--- src/rtl/olap_pkg.sv ---
package olap_pkg;
  parameter int TAG_W  = 5;
  parameter int OFF_W  = 16;
  parameter int SZC_W  = 3;
  parameter int SPAN_W = 5;

  typedef struct packed {
    logic [TAG_W-1:0]        tag;
    logic                    is_k;
    logic signed [OFF_W-1:0] k;
  } opnd_t;

  typedef struct packed {
    logic [SZC_W-1:0] size;
    opnd_t            op1;
    opnd_t            op2;
  } acc_t;

  function automatic logic opnd_eq(input opnd_t a, input opnd_t b);
    logic r;
    if (a.is_k != b.is_k) r = 1'b0;
    else if (a.is_k)      r = (a.k == b.k);
    else                  r = (a.tag == b.tag);
    return r;
  endfunction

  function automatic logic [SPAN_W-1:0] span_bytes(input logic [SZC_W-1:0] c);
    logic [SPAN_W-1:0] r;
    case (c)
      3'd0:    r = 5'd1;
      3'd1:    r = 5'd2;
      3'd2:    r = 5'd4;
      3'd3:    r = 5'd8;
      default: r = 5'd16;
    endcase
    return r;
  endfunction
endpackage

--- src/rtl/olap_entry_cmp.sv ---
module olap_entry_cmp
  import olap_pkg::*;
(
  input  logic vld,
  input  acc_t st,
  input  acc_t ld,
  output logic hit
);
  localparam int EW = OFF_W + 2;

  logic same_order, swapped, base_eq, both_k, range_hit;
  logic signed [EW-1:0] s_lo, l_lo, s_hi, l_hi;

  always_comb begin
    same_order = opnd_eq(ld.op1, st.op1) & opnd_eq(ld.op2, st.op2);
    swapped    = opnd_eq(ld.op1, st.op2) & opnd_eq(ld.op2, st.op1);
    base_eq    = opnd_eq(ld.op2, st.op2);
    both_k     = st.op1.is_k & ld.op1.is_k;
    s_lo = EW'(st.op1.k);
    l_lo = EW'(ld.op1.k);
    s_hi = s_lo + $signed({{(EW-SPAN_W){1'b0}}, span_bytes(st.size)});
    l_hi = l_lo + $signed({{(EW-SPAN_W){1'b0}}, span_bytes(ld.size)});
    if (s_lo < l_lo) range_hit = (s_hi > l_lo);
    else             range_hit = (l_hi > s_lo);
    hit = vld & (same_order | swapped | (base_eq & both_k & range_hit));
  end
endmodule

--- src/rtl/olap_store_table.sv ---
module olap_store_table
  import olap_pkg::*;
#(
  parameter int DEPTH  = 5,
  parameter int FILL_W = $clog2(DEPTH + 1)
) (
  input  logic              clk,
  input  logic              rst_n,
  input  logic              grp_end,
  input  logic              st_vld,
  input  acc_t              st_acc,
  output logic [DEPTH-1:0]  ent_vld,
  output acc_t              ent [DEPTH],
  output logic [FILL_W-1:0] fill,
  output logic              overflow
);
  logic [DEPTH-1:0]  vld_q, vld_nxt, wr_en;
  logic [FILL_W-1:0] fill_q, fill_nxt;
  logic              full;

  assign full     = (fill_q == FILL_W'(DEPTH));
  assign overflow = st_vld & ~grp_end & full;

  always_comb begin
    vld_nxt  = vld_q;
    fill_nxt = fill_q;
    wr_en    = '0;
    if (grp_end) begin
      vld_nxt  = '0;
      fill_nxt = '0;
      if (st_vld) begin
        vld_nxt[0] = 1'b1;
        wr_en[0]   = 1'b1;
        fill_nxt   = FILL_W'(1);
      end
    end else if (st_vld && !full) begin
      for (int i = 0; i < DEPTH; i++) begin
        if (fill_q == FILL_W'(i)) begin
          vld_nxt[i] = 1'b1;
          wr_en[i]   = 1'b1;
        end
      end
      fill_nxt = fill_q + 1'b1;
    end
  end

  always_ff @(posedge clk or negedge rst_n) begin
    if (!rst_n) begin
      vld_q  <= '0;
      fill_q <= '0;
    end else begin
      vld_q  <= vld_nxt;
      fill_q <= fill_nxt;
    end
  end

  for (genvar g = 0; g < DEPTH; g++) begin : g_slot
    acc_t slot_q;
    always_ff @(posedge clk) begin
      if (wr_en[g]) slot_q <= st_acc;
    end
    assign ent[g] = slot_q;
  end

  assign ent_vld = vld_q;
  assign fill    = fill_q;
endmodule

--- src/rtl/olap_detect.sv ---
module olap_detect
  import olap_pkg::*;
#(
  parameter int DEPTH = 5
) (
  input  logic                    clk,
  input  logic                    rst_n,
  input  logic                    grp_end,
  input  logic                    st_vld,
  input  logic [SZC_W-1:0]        st_size,
  input  logic [TAG_W-1:0]        st_op1_tag,
  input  logic                    st_op1_isk,
  input  logic [OFF_W-1:0]        st_op1_k,
  input  logic [TAG_W-1:0]        st_op2_tag,
  input  logic                    st_op2_isk,
  input  logic [OFF_W-1:0]        st_op2_k,
  input  logic                    ld_vld,
  input  logic [SZC_W-1:0]        ld_size,
  input  logic [TAG_W-1:0]        ld_op1_tag,
  input  logic                    ld_op1_isk,
  input  logic [OFF_W-1:0]        ld_op1_k,
  input  logic [TAG_W-1:0]        ld_op2_tag,
  input  logic                    ld_op2_isk,
  input  logic [OFF_W-1:0]        ld_op2_k,
  output logic                    ld_conflict,
  output logic                    st_overflow
);
  localparam int FILL_W = $clog2(DEPTH + 1);

  acc_t              st_acc, ld_acc;
  acc_t              ent [DEPTH];
  logic [DEPTH-1:0]  ent_vld, ent_hit;
  logic [FILL_W-1:0] fill;

  always_comb begin
    st_acc.size     = st_size;
    st_acc.op1.tag  = st_op1_tag;
    st_acc.op1.is_k = st_op1_isk;
    st_acc.op1.k    = st_op1_k;
    st_acc.op2.tag  = st_op2_tag;
    st_acc.op2.is_k = st_op2_isk;
    st_acc.op2.k    = st_op2_k;
    ld_acc.size     = ld_size;
    ld_acc.op1.tag  = ld_op1_tag;
    ld_acc.op1.is_k = ld_op1_isk;
    ld_acc.op1.k    = ld_op1_k;
    ld_acc.op2.tag  = ld_op2_tag;
    ld_acc.op2.is_k = ld_op2_isk;
    ld_acc.op2.k    = ld_op2_k;
  end

  olap_store_table #(.DEPTH(DEPTH), .FILL_W(FILL_W)) u_tbl (
    .clk      (clk),
    .rst_n    (rst_n),
    .grp_end  (grp_end),
    .st_vld   (st_vld),
    .st_acc   (st_acc),
    .ent_vld  (ent_vld),
    .ent      (ent),
    .fill     (fill),
    .overflow (st_overflow)
  );

  for (genvar g = 0; g < DEPTH; g++) begin : g_cmp
    olap_entry_cmp u_cmp (
      .vld (ent_vld[g]),
      .st  (ent[g]),
      .ld  (ld_acc),
      .hit (ent_hit[g])
    );
  end

  assign ld_conflict = ld_vld & (|ent_vld) & (|ent_hit);
endmodule

--- config.mk ---
export PLATFORM = sky130hd
export DESIGN_NAME = olap_detect
export DESIGN_NICKNAME = d
export VERILOG_FILES = /design/src/rtl/olap_pkg.sv /design/src/rtl/olap_entry_cmp.sv /design/src/rtl/olap_store_table.sv /design/src/rtl/olap_detect.sv
export SDC_FILE = /design/constraint.sdc
export NUM_CORES = 1
export LEC_CHECK = 0
export BUFFER_PORTS_ARGS = -buffer_cell sky130_fd_sc_hd__buf_2
export CORE_UTILIZATION = 55
export CTS_BUF_LIST = sky130_fd_sc_hd__clkbuf_16
export DETAILED_ROUTE_END_ITERATION = 16
export PLACE_DENSITY = 0.7
export RECOVER_POWER = 25
export SETUP_SLACK_MARGIN = 0.15
export SYNTH_ARGS = -nofsm -noshare
export SYNTH_HDL_FRONTEND = slang
export SYNTH_SLANG_ARGS = --single-unit
--- constraint.sdc ---
create_clock -name clk -period 6.71 [get_ports clk]
set_clock_uncertainty 0.15 [all_clocks]
set_input_delay 0.671 -clock clk [delete_from_list [all_inputs] [get_ports clk]]
set_output_delay 0.671 -clock clk [all_outputs]
set_load 0.01 [all_outputs]
; ---- Word level (Yosys, flattened, before mapping)
; Index checks and enable logic that the tools add are counted.
[classes]
add_sub_neg = 7
magnitude_cmp = 15
eq_ne = 83
n_mux = 70
n_bitwise = 45
n_reduce_logical = 22
[op_table]
columns = cell, count
row1 = equality test 16 bit, 20
row2 = greater-than comparator 17 x 16 -> 1 bit, 10
row3 = one-hot mux 5 bit (4 select lines), 6
row4 = adder 16 x 6 -> 17 bit, 6
row5 = equality test 5 bit, 20
row6 = < comparator 16 bit, 5
row7 = two-way mux 1 bit, 58
row8 = equality test 3 x 2 -> 1 bit (second input constant), 14
row9 = AND 1 bit, 34
row10 = equality test 3 x 1 -> 1 bit (second input constant), 7
row11 = logical NOT 3 bit, 7
row12 = != test 1 bit, 20
row13 = two-way mux 5 bit, 3
row14 = nonzero test 2 bit, 6
row15 = bitwise OR 1 bit, 10
row16 = AND reduction 2 bit, 5
row17 = OR reduction 5 bit, 2
row18 = equality test 3 bit (second input constant), 2
row19 = two-way mux 3 bit, 2
row20 = two-way mux 4 bit, 1
row21 = adder 3 x 1 -> 3 bit (second input constant), 1
row22 = logical AND 1 bit, 1
row23 = logical NOT 1 bit, 1
row24 = NOT 1 bit, 1
[word_totals]
register_bits = 243
in_bits = 99
out_inout_bits = 2
word_cells = 283

; ---- Longest topological paths before layout
; Gate-level depths: netlist of the first run.
[depth]
ltp_word = 10
ltp_mapped = 21
ltp_nobuf = 21

; ---- Modules after synthesis
; A second synthesis of the first run with hierarchy kept.
[hier_totals]
hier_cells = 2176
hier_area_um2 = 21675.8
[by_module_without_submodules]
columns = module, n_inst, cells_per_inst, area_per_inst_um2
row1 = olap_entry_cmp at g_cmp[0].u_cmp ..., 3, 377, 2827.7
row2 = olap_store_table, 1, 283, 7517.2
row3 = olap_entry_cmp at g_cmp[1].u_cmp, 1, 381, 2840.2
row4 = olap_entry_cmp at g_cmp[4].u_cmp, 1, 376, 2808.9
row5 = olap_detect, 1, 5, 26.3

; ---- Worst setup path after synthesis of the first run
; OpenSTA, ideal clock, no wires.
[synth_path]
path_type = in2out
from = in ld_op1_k[1]
to = out ld_conflict
arrival_ns = 4.454
setup_slack_ns = 1.435
stages = 19
cell_sequence = clkbuf_1 inv_1 fa_1 inv_1 a21oi_1 o21bai_1 a21o_1 nand2b_1 or3_1 xnor2_1 ha_1 nand4_1 nor2_1 nand3_1 nand3_1 or4_1 a211o_1 a31o_1 o211ai_1
[synth_via]
elab_chain_len = 9
elab_cells_between_ends = 83
classes_between = 1 x add/sub / 15 x order compare / 10 x eq/ne / 25 x mux / 31 x bitwise / 1 x reduce/logical
[synth_rtl]
columns = element, line
row1 = start: declaration, olap_detect.sv:21  ; input logic [OFF_W-1:0] ld_op1_k,
row2 = "parallel branches: the longest is 7 deep, another holds adder 16 x 6 -> 17 bit", n/a
row3 = OR reduction 5 bit *, olap_detect.sv:73  ; assign ld_conflict = ld_vld & (|ent_vld) & (|ent_hit);
row4 = AND 1 bit *, olap_detect.sv:73
row5 = end: declaration, olap_detect.sv:25  ; output logic ld_conflict,
; Every way passes the cells marked *.

; ---- Worst setup path in the final report of the first run
[layout_path]
from = reg u_tbl.g_slot[3].slot_q (netlist bit u_tbl.ent[93])
to = out ld_conflict
[layout_via]
elab_chain_len = 10
elab_cells_between_ends = 13
classes_between = 1 x add/sub / 1 x order compare / 3 x eq/ne / 2 x mux / 4 x bitwise / 2 x reduce/logical
[layout_rtl]
columns = element, line
row1 = start: declaration, olap_store_table.sv:58  ; acc_t slot_q;
row2 = start signal: assignment, olap_store_table.sv:60  ; if (wr_en[g]) slot_q <= st_acc;
row3 = equality test 3 x 2 -> 1 bit (tied with other cells), olap_pkg.sv:29  ; case (c)
row4 = one-hot mux 5 bit (4 select lines) *, olap_pkg.sv:29
row5 = adder 16 x 6 -> 17 bit *, olap_entry_cmp.sv:21  ; s_hi = s_lo + $signed({{(EW-SPAN_W){1'b0}}, span_bytes(st.size)});
row6 = greater-than comparator 17 x 16 -> 1 bit *, olap_entry_cmp.sv:23  ; if (s_lo < l_lo) range_hit = (s_hi > l_lo);
row7 = two-way mux 1 bit *, olap_entry_cmp.sv:23
row8 = AND 1 bit *, olap_entry_cmp.sv:25  ; hit = vld & (same_order | swapped | (base_eq & both_k & range_hit));
row9 = bitwise OR 1 bit *, olap_entry_cmp.sv:25
row10 = AND 1 bit *, olap_entry_cmp.sv:25
row11 = OR reduction 5 bit *, olap_detect.sv:73
row12 = AND 1 bit *, olap_detect.sv:73
; Mark *: on every way between the ends. The rest lies on a longest branch, timed or not.

==> impl_metrics.env, run 1 <==
export IMPL_endpoint_kind="primary output"
export IMPL_reg2reg_from="u_tbl.fill[1]"
export IMPL_crit_slowest_cell="or3b_2"
export IMPL_fmax_ghz=0.156
export IMPL_numCtsBuffers=27
export IMPL_die_h_microns=193
export IMPL_grt_pass1_wl_microns=98300
export IMPL_dr_pass1_iters=7
export IMPL_synth_distinct_cells=68
export IMPL_async_flop_share_pct=3.29
export IMPL_syn_area_sq_um=20000
export IMPL_min_period_over_period_pct=95.3
export IMPL_clock_sinks=243
export IMPL_slew_violations=0
export IMPL_detail_route_drc_violations=0
export IMPL_status="complete, no violations"
export IMPL_clkTransAtPathRegs_ns=0.07
export IMPL_max_cap_viol_count=0
export IMPL_wl_microns=68800
export IMPL_synth_edff_count=235
export IMPL_post_cts_buffers=0
export IMPL_dr_total_vias=15900
export IMPL_netlist_instances=1915
export IMPL_fin_nets=2413
export IMPL_p_leak_uw=0.00861
export IMPL_via_per_inst=6.35
export IMPL_start_kind="flop"
export IMPL_finalSetupViolCount=0
export IMPL_syn2layout_area_growth_pct=9.45
export IMPL_crit_fanout=5
export IMPL_portBuffers=100
export IMPL_crit_path_start="u_tbl.ent[93]"
export IMPL_wire_per_inst_microns=27.5
export IMPL_cts_tree="yes"
export IMPL_arrival_ns=5.57
export IMPL_avgSynthCellArea_sq_um=10.4
export IMPL_ir_worst_vdd_mv=0.258
export IMPL_postRouteAntennaNets=0
export IMPL_antenna_found_initial=1
export IMPL_crit_type="reg -> out"
export IMPL_hold_class="in -> reg"
export IMPL_yosys_top_cells_area="edfxtp_1, ha_1, xnor2_1"
export IMPL_synthesis_nets=2310
export IMPL_yosys_area_top_type_share_pct=35.3
export IMPL_r2r_slack_ns=4.19
export IMPL_finalCriticalPeriod_ns=6.39
export IMPL_rsz0062_at_grt="false"
export IMPL_dpl_hpwl_microns=54900
export IMPL_grt_pass1_vias=15700
export IMPL_ys_seq_area_share_pct=36.3
export IMPL_ys_flop_type="edfxtp_1"
export IMPL_fin_ws_ns=0.318
export IMPL_crit_end="ld_conflict"
export IMPL_grt_ovfl_total=0
export IMPL_layout_drive_gt1_share_pct=7.50
export IMPL_ys_ff_latch=243
export IMPL_slew_headroom_pct=27.7
export IMPL_cp_slowest_stage_delay_ns=0.53
export IMPL_finalSetupTns_ns=0
export IMPL_core_area_sq_um=35700
export IMPL_p_per_area_nw_per_um2=185
export IMPL_fill_cells=2993
export IMPL_drtIter0Drc=1090
export IMPL_clk_latency_ns=0.58
export IMPL_rr_endpoint="u_tbl.ent[87]"
export IMPL_cp_required_ns=5.89
export IMPL_cts_root_buf="clkbuf_16"
export IMPL_pre_cts_ws_ns=0.662
export IMPL_rows=69
export IMPL_die_w_microns=193
export IMPL_tightestPinTransition_ns=1.07
export IMPL_place_gp_congestion=0.993
export IMPL_hold_violations=0
export IMPL_synth_area_leader_cell="edfxtp_1"
export IMPL_synth_warnings=0
export IMPL_post_synth_top_count_cell="xnor2_1"
export IMPL_grtUsageTotal_pct=37.4
export IMPL_crit_chain="or3b_2 > fa_1 > inv_1 > a21oi_1 > o21bai_1 > a21oi_1 > nor2_2 > buf_4 > nand2_1 > xnor2_1 > ha_1 > nand4_1 > a211oi_2 > a211oi_2 > o221ai_1 > o211ai_1 > a211o_1 > a31o_1 > o211ai_1 > buf_2"
export IMPL_yosys_top_cells_count="xnor2_1, ha_1, edfxtp_1, inv_1, nand4_1"
export IMPL_start_util_pct=56.0
export IMPL_io_pins=101
export IMPL_antenna_cells=0
export IMPL_cts_htree_levels=1
export IMPL_grt_max_degree=38
export IMPL_clk_path_buf_depth=3
export IMPL_ff2ff_path_depth=5
export IMPL_die_area_sq_um=37100
==> where the power goes <==
group	switching, uW	internal [uW]
logic	506	311
registers	59.8	1720
clock network	649	784
total	1210	2820
==> critical path, delay by kind of cell (launching register included) <==
family / cells / cell delay [ns]
flip-flops: 1 / 0.44
adder cells (fa/ha/maj): 2 / 0.76
XOR/XNOR: 1 / 0.13
AND/OR/NAND/NOR: 4 / 1.21
buffers and inverters: 3 / 0.47
AO/OA/AOI/OAI: 10 / 1.96
==> routing by layer <==
metal,wire length (microns),vias up,GRT usage (%)
met1,25500,7733,43.0
met5,14,-,0
li1,-,7235,-
met4,5460,2,26.2
met2,33300,688,64.2
met3,4500,226,5.11
==> layout make-up <==
cell class	count	area (sq um)	share of cell area, %
Clock buffer	27	676	3.09
Inverter	152	571	2.61
Timing Repair Buffer	124	647	2.96
Sequential cell	243	7260	33.2
Clock inverter	23	171	0.784
Tap cell	461	577	2.64
Multi-Input combinational cell	1470	12000	54.7
==> how the worst min path moves through the flow <==
| stage | from | to | slack [ns] | depth (start not counted) |
|---|---|---|---|---|
| floorplan | rst_n | u_tbl.ent_vld[0] | 0.23 | 0 |
| global placement | u_tbl.ent_vld[1] | u_tbl.ent_vld[1] | 0.31 | 1 |
| detailed placement | u_tbl.ent_vld[1] | u_tbl.ent_vld[1] | 0.32 | 1 |
| CTS | grp_end | u_tbl.fill[2] | 0.15 | 2 |
| global route | grp_end | u_tbl.fill[2] | 0.17 | 2 |
| finish | grp_end | u_tbl.fill[2] | 0.16 | 2 |
==> cells by family (layout without fill, tap and decap cells) <==
kind of cell | after synthesis | in the layout | share of synthesized area, %
AOI/OAI and AO/OA | 290 | 290 | 9.70
xor gates and xnor gates | 424 | 424 | 18.6
adders and majority gates | 296 | 296 | 18.8
buffers and inverters | 202 | 326 | 3.96
DFF | 243 | 243 | 36.3
muxes | 2 | 2 | 0.100
and+or+nand+nor | 458 | 458 | 12.5
==> placed cells by master, fill, tap and decap left out, types with 5 or more instances in the layout <==
cell type / n
ha_1: 290
o21ai_0: 21
nand2_1: 75
edfxtp_1: 235
a21oi_1: 94
clkinv_1: 8
fa_1: 6
nand4_1: 112
nor4_1: 47
and3_1: 9
a21o_1: 47
o21a_1: 7
xor2_1: 41
a211oi_1: 21
buf_2: 71
and4_1: 8
nor2b_1: 16
nor3_1: 25
xnor2_1: 383
and3b_1: 6
o21bai_1: 17
a41oi_1: 11
dfrtp_1: 8
nand3_1: 60
clkbuf_16: 27
a31oi_1: 13
nand2b_1: 7
a211o_1: 5
buf_4: 23
nor2_1: 52
clkbuf_1: 29
o211ai_1: 11
or3_1: 12
inv_1: 152
nor3b_1: 6
==> what timing repair did <==
item,CTS,global route
endpoints found under the hold margin,8,0
setup endpoints to repair,0,1
resized for setup,0,3
hold buffers,1,0
==> registers in the layout (all words and copies together), names as in the netlist <==
register and count:
u_tbl.ent 235, u_tbl.ent_vld 5, u_tbl.fill 3
==> metrics by stage <==
stage	std cells	hold WS, ns	total power (uW)	util, %	instance area (sq um)
6_report	2500	0.157	4030	61.3	21900
5_1_grt	2500	0.175	4170	61.3	21900
4_1_cts	2500	0.148	4030	61.4	21900
3_5_place_dp	2449	0.317	2610	59.0	21000
3_3_place_gp	2449	0.305	2590	59.0	21000
2_1_floorplan	1915	0.225	2320	-	20000
Power figures use the tool's default switching activity.
==> run 2: changes to the inputs <==
CORE_MARGIN = 3   (was not set)
==> impl_metrics.env, run 2 (synthesis results as in run 1) <==
export IMPL_status="complete, no violations"
export IMPL_rr_endpoint="u_tbl.ent[79]"
export IMPL_ir_worst_vdd_mv=0.229
export IMPL_grt_max_degree=38
export IMPL_dpl_hpwl_microns=54800
export IMPL_fmax_ghz=0.159
export IMPL_dr_pass1_iters=5
export IMPL_via_per_inst=6.39
export IMPL_clk_latency_ns=0.55
export IMPL_wire_per_inst_microns=28.0
export IMPL_layout_drive_gt1_share_pct=7.28
export IMPL_antenna_found_initial=0
export IMPL_hold_class="in -> reg"
export IMPL_max_cap_viol_count=0
export IMPL_finalCriticalPeriod_ns=6.30
export IMPL_crit_path_start="u_tbl.ent[46]"
export IMPL_slew_violations=0
export IMPL_clock_sinks=243
export IMPL_grt_ovfl_total=0
export IMPL_p_per_area_nw_per_um2=187
export IMPL_crit_type="reg -> out"
export IMPL_crit_fanout=5
export IMPL_finalHoldWorstSlack_ns=0.187
export IMPL_numCtsBuffers=26
export IMPL_die_area_sq_um=38600
export IMPL_endpoint_kind="primary output"
export IMPL_finalSetupTns_ns=0
export IMPL_place_area_sq_um=21000
export IMPL_cp_common_cell="a21oi_1"
export IMPL_design_area_sq_um=21900
export IMPL_tightestPinTransition_ns=0.958
export IMPL_rsz0062_at_grt="false"
export IMPL_min_period_over_period_pct=93.8
export IMPL_clk_path_buf_depth=3
export IMPL_grtUsageTotal_pct=35.7
export IMPL_cp_num_buf_inv=2
export IMPL_cts_root_buf="clkbuf_16"
export IMPL_drtIter0Drc=1378
export IMPL_cp_required_ns=5.89
export IMPL_grt_pass1_wl_microns=101000
export IMPL_portBuffers=100
export IMPL_r2r_slack_ns=4.29
export IMPL_place_gp_congestion=1.10
export IMPL_crit_chain="or3b_2 > fa_1 > inv_1 > a21oi_1 > o21bai_1 > a21o_1 > and3_1 > nand4_1 > xnor2_1 > ha_1 > a21oi_1 > o21ai_1 > a211o_1 > o211a_1 > a211oi_1 > o311ai_1 > a32oi_1 > o211ai_1 > buf_2"
export IMPL_antenna_cells=0
export IMPL_die_h_microns=197
export IMPL_io_pins=101
export IMPL_start_kind="flop"
export IMPL_postRouteAntennaNets=0
export IMPL_slew_headroom_pct=35.7
export IMPL_arrival_ns=5.47
export IMPL_reg2reg_from="u_tbl.fill[1]"
export IMPL_clkTransAtPathRegs_ns=0.06
export IMPL_finalSetupViolCount=0
export IMPL_cp_num_cells=19
export IMPL_final_cell_mix="xnor2_1, ha_1, edfxtp_1"
export IMPL_wl_microns=69800
export IMPL_rows=69
export IMPL_crit_end="ld_conflict"
export IMPL_crit_slowest_cell="or3b_2"
export IMPL_final_util_pct=61.4
export IMPL_fill_cells=2935
export IMPL_grt_pass1_vias=16000
export IMPL_core_area_sq_um=35700
export IMPL_ff2ff_path_depth=5
export IMPL_hold_violations=0
export IMPL_start_util_pct=56.0
export IMPL_post_cts_buffers=0
export IMPL_cp_slowest_stage_delay_ns=0.54
export IMPL_syn2layout_area_growth_pct=9.54
export IMPL_p_leak_uw=0.00862
export IMPL_cts_htree_levels=1
export IMPL_largest_reg_flops=235
export IMPL_cts_tree="yes"
export IMPL_detail_route_drc_violations=0
export IMPL_dr_total_vias=15900
export IMPL_fin_nets=2411
export IMPL_die_w_microns=197
export IMPL_final_common_cell="xnor2_1"
export IMPL_crit_family="compound AO/OA/AOI/OAI gates"
## run 2: changes by cell type in the layout (fill, tap and decap cells not counted), moves of 2 or more
cell	delta
inv_8	-2
a211oi_1	+2
buf_2	-2
clkinv_1	-4
clkinv_2	+2
clkbuf_1	+2
clkinv_4	-3
bufinv_16	+3
a211oi_2	-2
## run 2: repair_timing
item | in CTS | in global routing
hold buffers | 1 | 0
gates resized for setup | 0 | 2
endpoints found under the setup margin | 0 | 1
endpoints found under the hold margin | 8 | 0
## run 2: worst min path at each step
stage / slack, ns / depth (start not counted) / to / start
floorplan: 0.23 / 0 / u_tbl.ent_vld[0] / rst_n
global placement: 0.30 / 1 / u_tbl.ent_vld[4] / u_tbl.ent_vld[4]
detailed placement: 0.31 / 1 / u_tbl.ent_vld[4] / u_tbl.ent_vld[4]
global route: 0.19 / 2 / u_tbl.fill[1] / grp_end
finish: 0.19 / 2 / u_tbl.fill[1] / grp_end
CTS: 0.17 / 2 / u_tbl.fill[1] / grp_end
## run 2: final cells by class
cell class                 count  area [sq um]  share of cell area [%]
tap                          461           577                    2.64
inverter                     152           571                    2.61
clock buffer                  27           676                    3.09
timing repair buffer         123           637                    2.91
clock inverter                19           203                   0.927
multi-input combinational   1470         12000                    54.7
sequential                   243          7260                    33.2
## run 2: report_power, final
group          switching, uW  total, uW  internal, uW
clock network            610       1490           883
logic                    505        817           311
registers               61.6       1790          1720
## run 2: worst register-to-register path, stage by stage (launching register included)
cell	delay [ns]
dfrtp_1	0.39
inv_1	0.07
ha_1	0.24
a21oi_1	0.20
and2_2	0.40
buf_4	0.54
## run 2: metal layers
| layer | GRT usage, % | share of wire, % | wire length (microns) | up-vias |
|---|---|---|---|---|
| met5 | 0 | 0 | 0 | - |
| met4 | 22.7 | 7.6 | 5320 | 0 |
| met3 | 4.60 | 6.6 | 4640 | 243 |
| met2 | 60.0 | 47 | 33100 | 754 |
| met1 | 43.7 | 38 | 26700 | 7711 |
| li1 | - | - | - | 7227 |
## run 2: through the flow
step | worst slack [ns] | instances | total power, uW
global placement | 0.801 | 2448 | 2590
global route | 0.168 | 2495 | 4250
floorplan | 1.43 | 1915 | 2320
finish | 0.414 | 2495 | 4090
CTS | 0.493 | 2495 | 4100
detailed placement | 0.719 | 2448 | 2610
==> run 3: changes to the inputs <==
==> constraint.sdc (replaced) <==
create_clock -name clk -period 6.71 [get_ports clk]
set_clock_uncertainty 0.15 [all_clocks]
set_input_delay 0.3355 -clock clk [delete_from_list [all_inputs] [get_ports clk]]
set_output_delay 0.3355 -clock clk [all_outputs]
set_load 0.01 [all_outputs]
==> impl_metrics.env, run 3 (synthesis results as in run 1) <==
export IMPL_grtUsageMet3_pct=4.94
export IMPL_portBuffers=100
export IMPL_io_pins=101
export IMPL_p_leak_uw=0.00878
export IMPL_min_period_over_period_pct=93.4
export IMPL_endpoint_kind="primary output"
export IMPL_cp_num_buf_inv=2
export IMPL_final_common_cell="xnor2_1"
export IMPL_crit_fanout=5
export IMPL_dr_pass1_iters=5
export IMPL_crit_chain="or3b_2 > inv_1 > ha_1 > a21o_1 > a21oi_1 > o21bai_1 > a21oi_2 > nor2_1 > and2_1 > nor2b_1 > xnor2_1 > ha_1 > nand3_1 > nor4_2 > nand4_1 > and3_1 > a2bb2oi_1 > o211ai_1 > a32oi_1 > o211ai_1 > buf_2"
export IMPL_slew_headroom_pct=27.0
export IMPL_antenna_found_initial=0
export IMPL_via_per_inst=6.33
export IMPL_core_area_sq_um=35700
export IMPL_post_cts_buffers=0
export IMPL_syn2layout_area_growth_pct=11.7
export IMPL_grt_max_degree=49
export IMPL_p_per_area_nw_per_um2=184
export IMPL_crit_type="reg -> out"
export IMPL_r2r_slack_ns=4.42
export IMPL_rsz0062_at_grt="false"
export IMPL_cp_required_ns=6.22
export IMPL_postRouteAntennaNets=0
export IMPL_ir_worst_vdd_mv=0.299
export IMPL_finalCriticalPeriod_ns=6.27
export IMPL_grt_util_met2_pct=59.3
export IMPL_max_cap_viol_count=0
export IMPL_arrival_ns=5.78
export IMPL_fmax_ghz=0.160
export IMPL_layout_drive_gt1_share_pct=6.60
export IMPL_grt_ovfl_total=0
export IMPL_clk_path_buf_depth=3
export IMPL_tightestPinTransition_ns=1.08
export IMPL_antenna_cells=0
export IMPL_crit_family="simple AND/OR/NAND/NOR gates"
export IMPL_dpl_hpwl_microns=52800
export IMPL_place_gp_congestion=1.09
export IMPL_detail_route_drc_violations=0
export IMPL_grtUsageTotal_pct=35.0
export IMPL_hold_class="in -> async"
export IMPL_die_area_sq_um=38600
export IMPL_drtIter0Drc=1318
export IMPL_final_cell_mix="xnor2_1, ha_1, edfxtp_1"
export IMPL_numCtsBuffers=27
export IMPL_grt_met1_usage_pct=41.8
export IMPL_final_util_pct=62.6
export IMPL_cts_htree_levels=1
export IMPL_clk_latency_ns=0.54
export IMPL_rows=69
export IMPL_clock_sinks=243
export IMPL_hold_violations=0
export IMPL_crit_slowest_cell="or3b_2"
export IMPL_grt_pass1_wl_microns=100000
export IMPL_start_util_pct=56.0
export IMPL_die_w_microns=197
export IMPL_cts_tree="yes"
export IMPL_start_kind="flop"
export IMPL_cts_root_buf="clkbuf_16"
export IMPL_cp_slowest_stage_delay_ns=0.53
export IMPL_finalSetupTns_ns=0
export IMPL_dr_total_vias=16100
export IMPL_clkTransAtPathRegs_ns=0.06
export IMPL_wire_per_inst_microns=27.1
export IMPL_grt_pass1_vias=16500
export IMPL_grt_busiest_layer="met2"
export IMPL_finalSetupViolCount=0
export IMPL_fin_nets=2451
export IMPL_wl_microns=68700
export IMPL_status="complete, no violations"
export IMPL_slew_violations=0
export IMPL_die_h_microns=197
export IMPL_largest_reg_flops=235
-- run 3: cell count changes in the layout (fill, tap and decap cells not counted), sizes merged --
cell,before,now
inv,155,156
buf,91,82
dlygate4sd3,1,51
clkbuf,58,56
clkinvlp,1,2
-- run 3: worst paths after layout --
check	start	end	cells past startpoint
max reg2reg	u_tbl.fill[0]	u_tbl.ent[226]	5
max in group asynchronous	rst_n	u_tbl.ent_vld[3]	2
min in group clk	u_tbl.ent_vld[4]	u_tbl.ent_vld[4]	1
max	u_tbl.ent[187]	ld_conflict	21
min	rst_n	u_tbl.fill[1]	2
min reg2reg	u_tbl.ent_vld[4]	u_tbl.ent_vld[4]	1
-- run 3: report_power, final --
group / internal [uW] / switching, uW
clock: 885 / 611
combinational: 326 / 507
sequential: 1720 / 59.7
total: 2940 / 1180
-- run 3: metal layers --
layer  up-vias  part of all wire [%]
met5         -                     0
met4         0                   7.6
met3       252                   6.8
met2       699                    48
met1      7801                    38
li1       7311                     -
-- run 3: layout make-up --
class	count	area, sq um
Clock inverter	21	210
Timing Repair Buffer	162	1060
Tap cell	461	577
Multi-Input combinational cell	1470	12000
Fill cell	2876	13400
Sequential cell	243	7260
Inverter	152	571
Clock buffer	27	676
-- run 3: timing repair --
action,4_1_cts,5_1_grt
endpoints found under the setup margin,1,1
resized for setup,1,1
hold buffers,51,0
endpoints found under the hold margin,246,0
-- run 3: per-stage QoR --
step	power [uW]	hold slack, ns	worst slack, ns	instances	instance area [sq um]
final	4110	0.189	0.444	2536	22300
after global routing	4270	0.209	0.215	2536	22300
after CTS	4110	0.0475	0.337	2536	22300
after detailed placement	2600	0.0756	0.715	2437	20900
after global placement	2580	0.0736	0.850	2437	20900
after floorplan	2320	-0.110	1.82	1915	20000
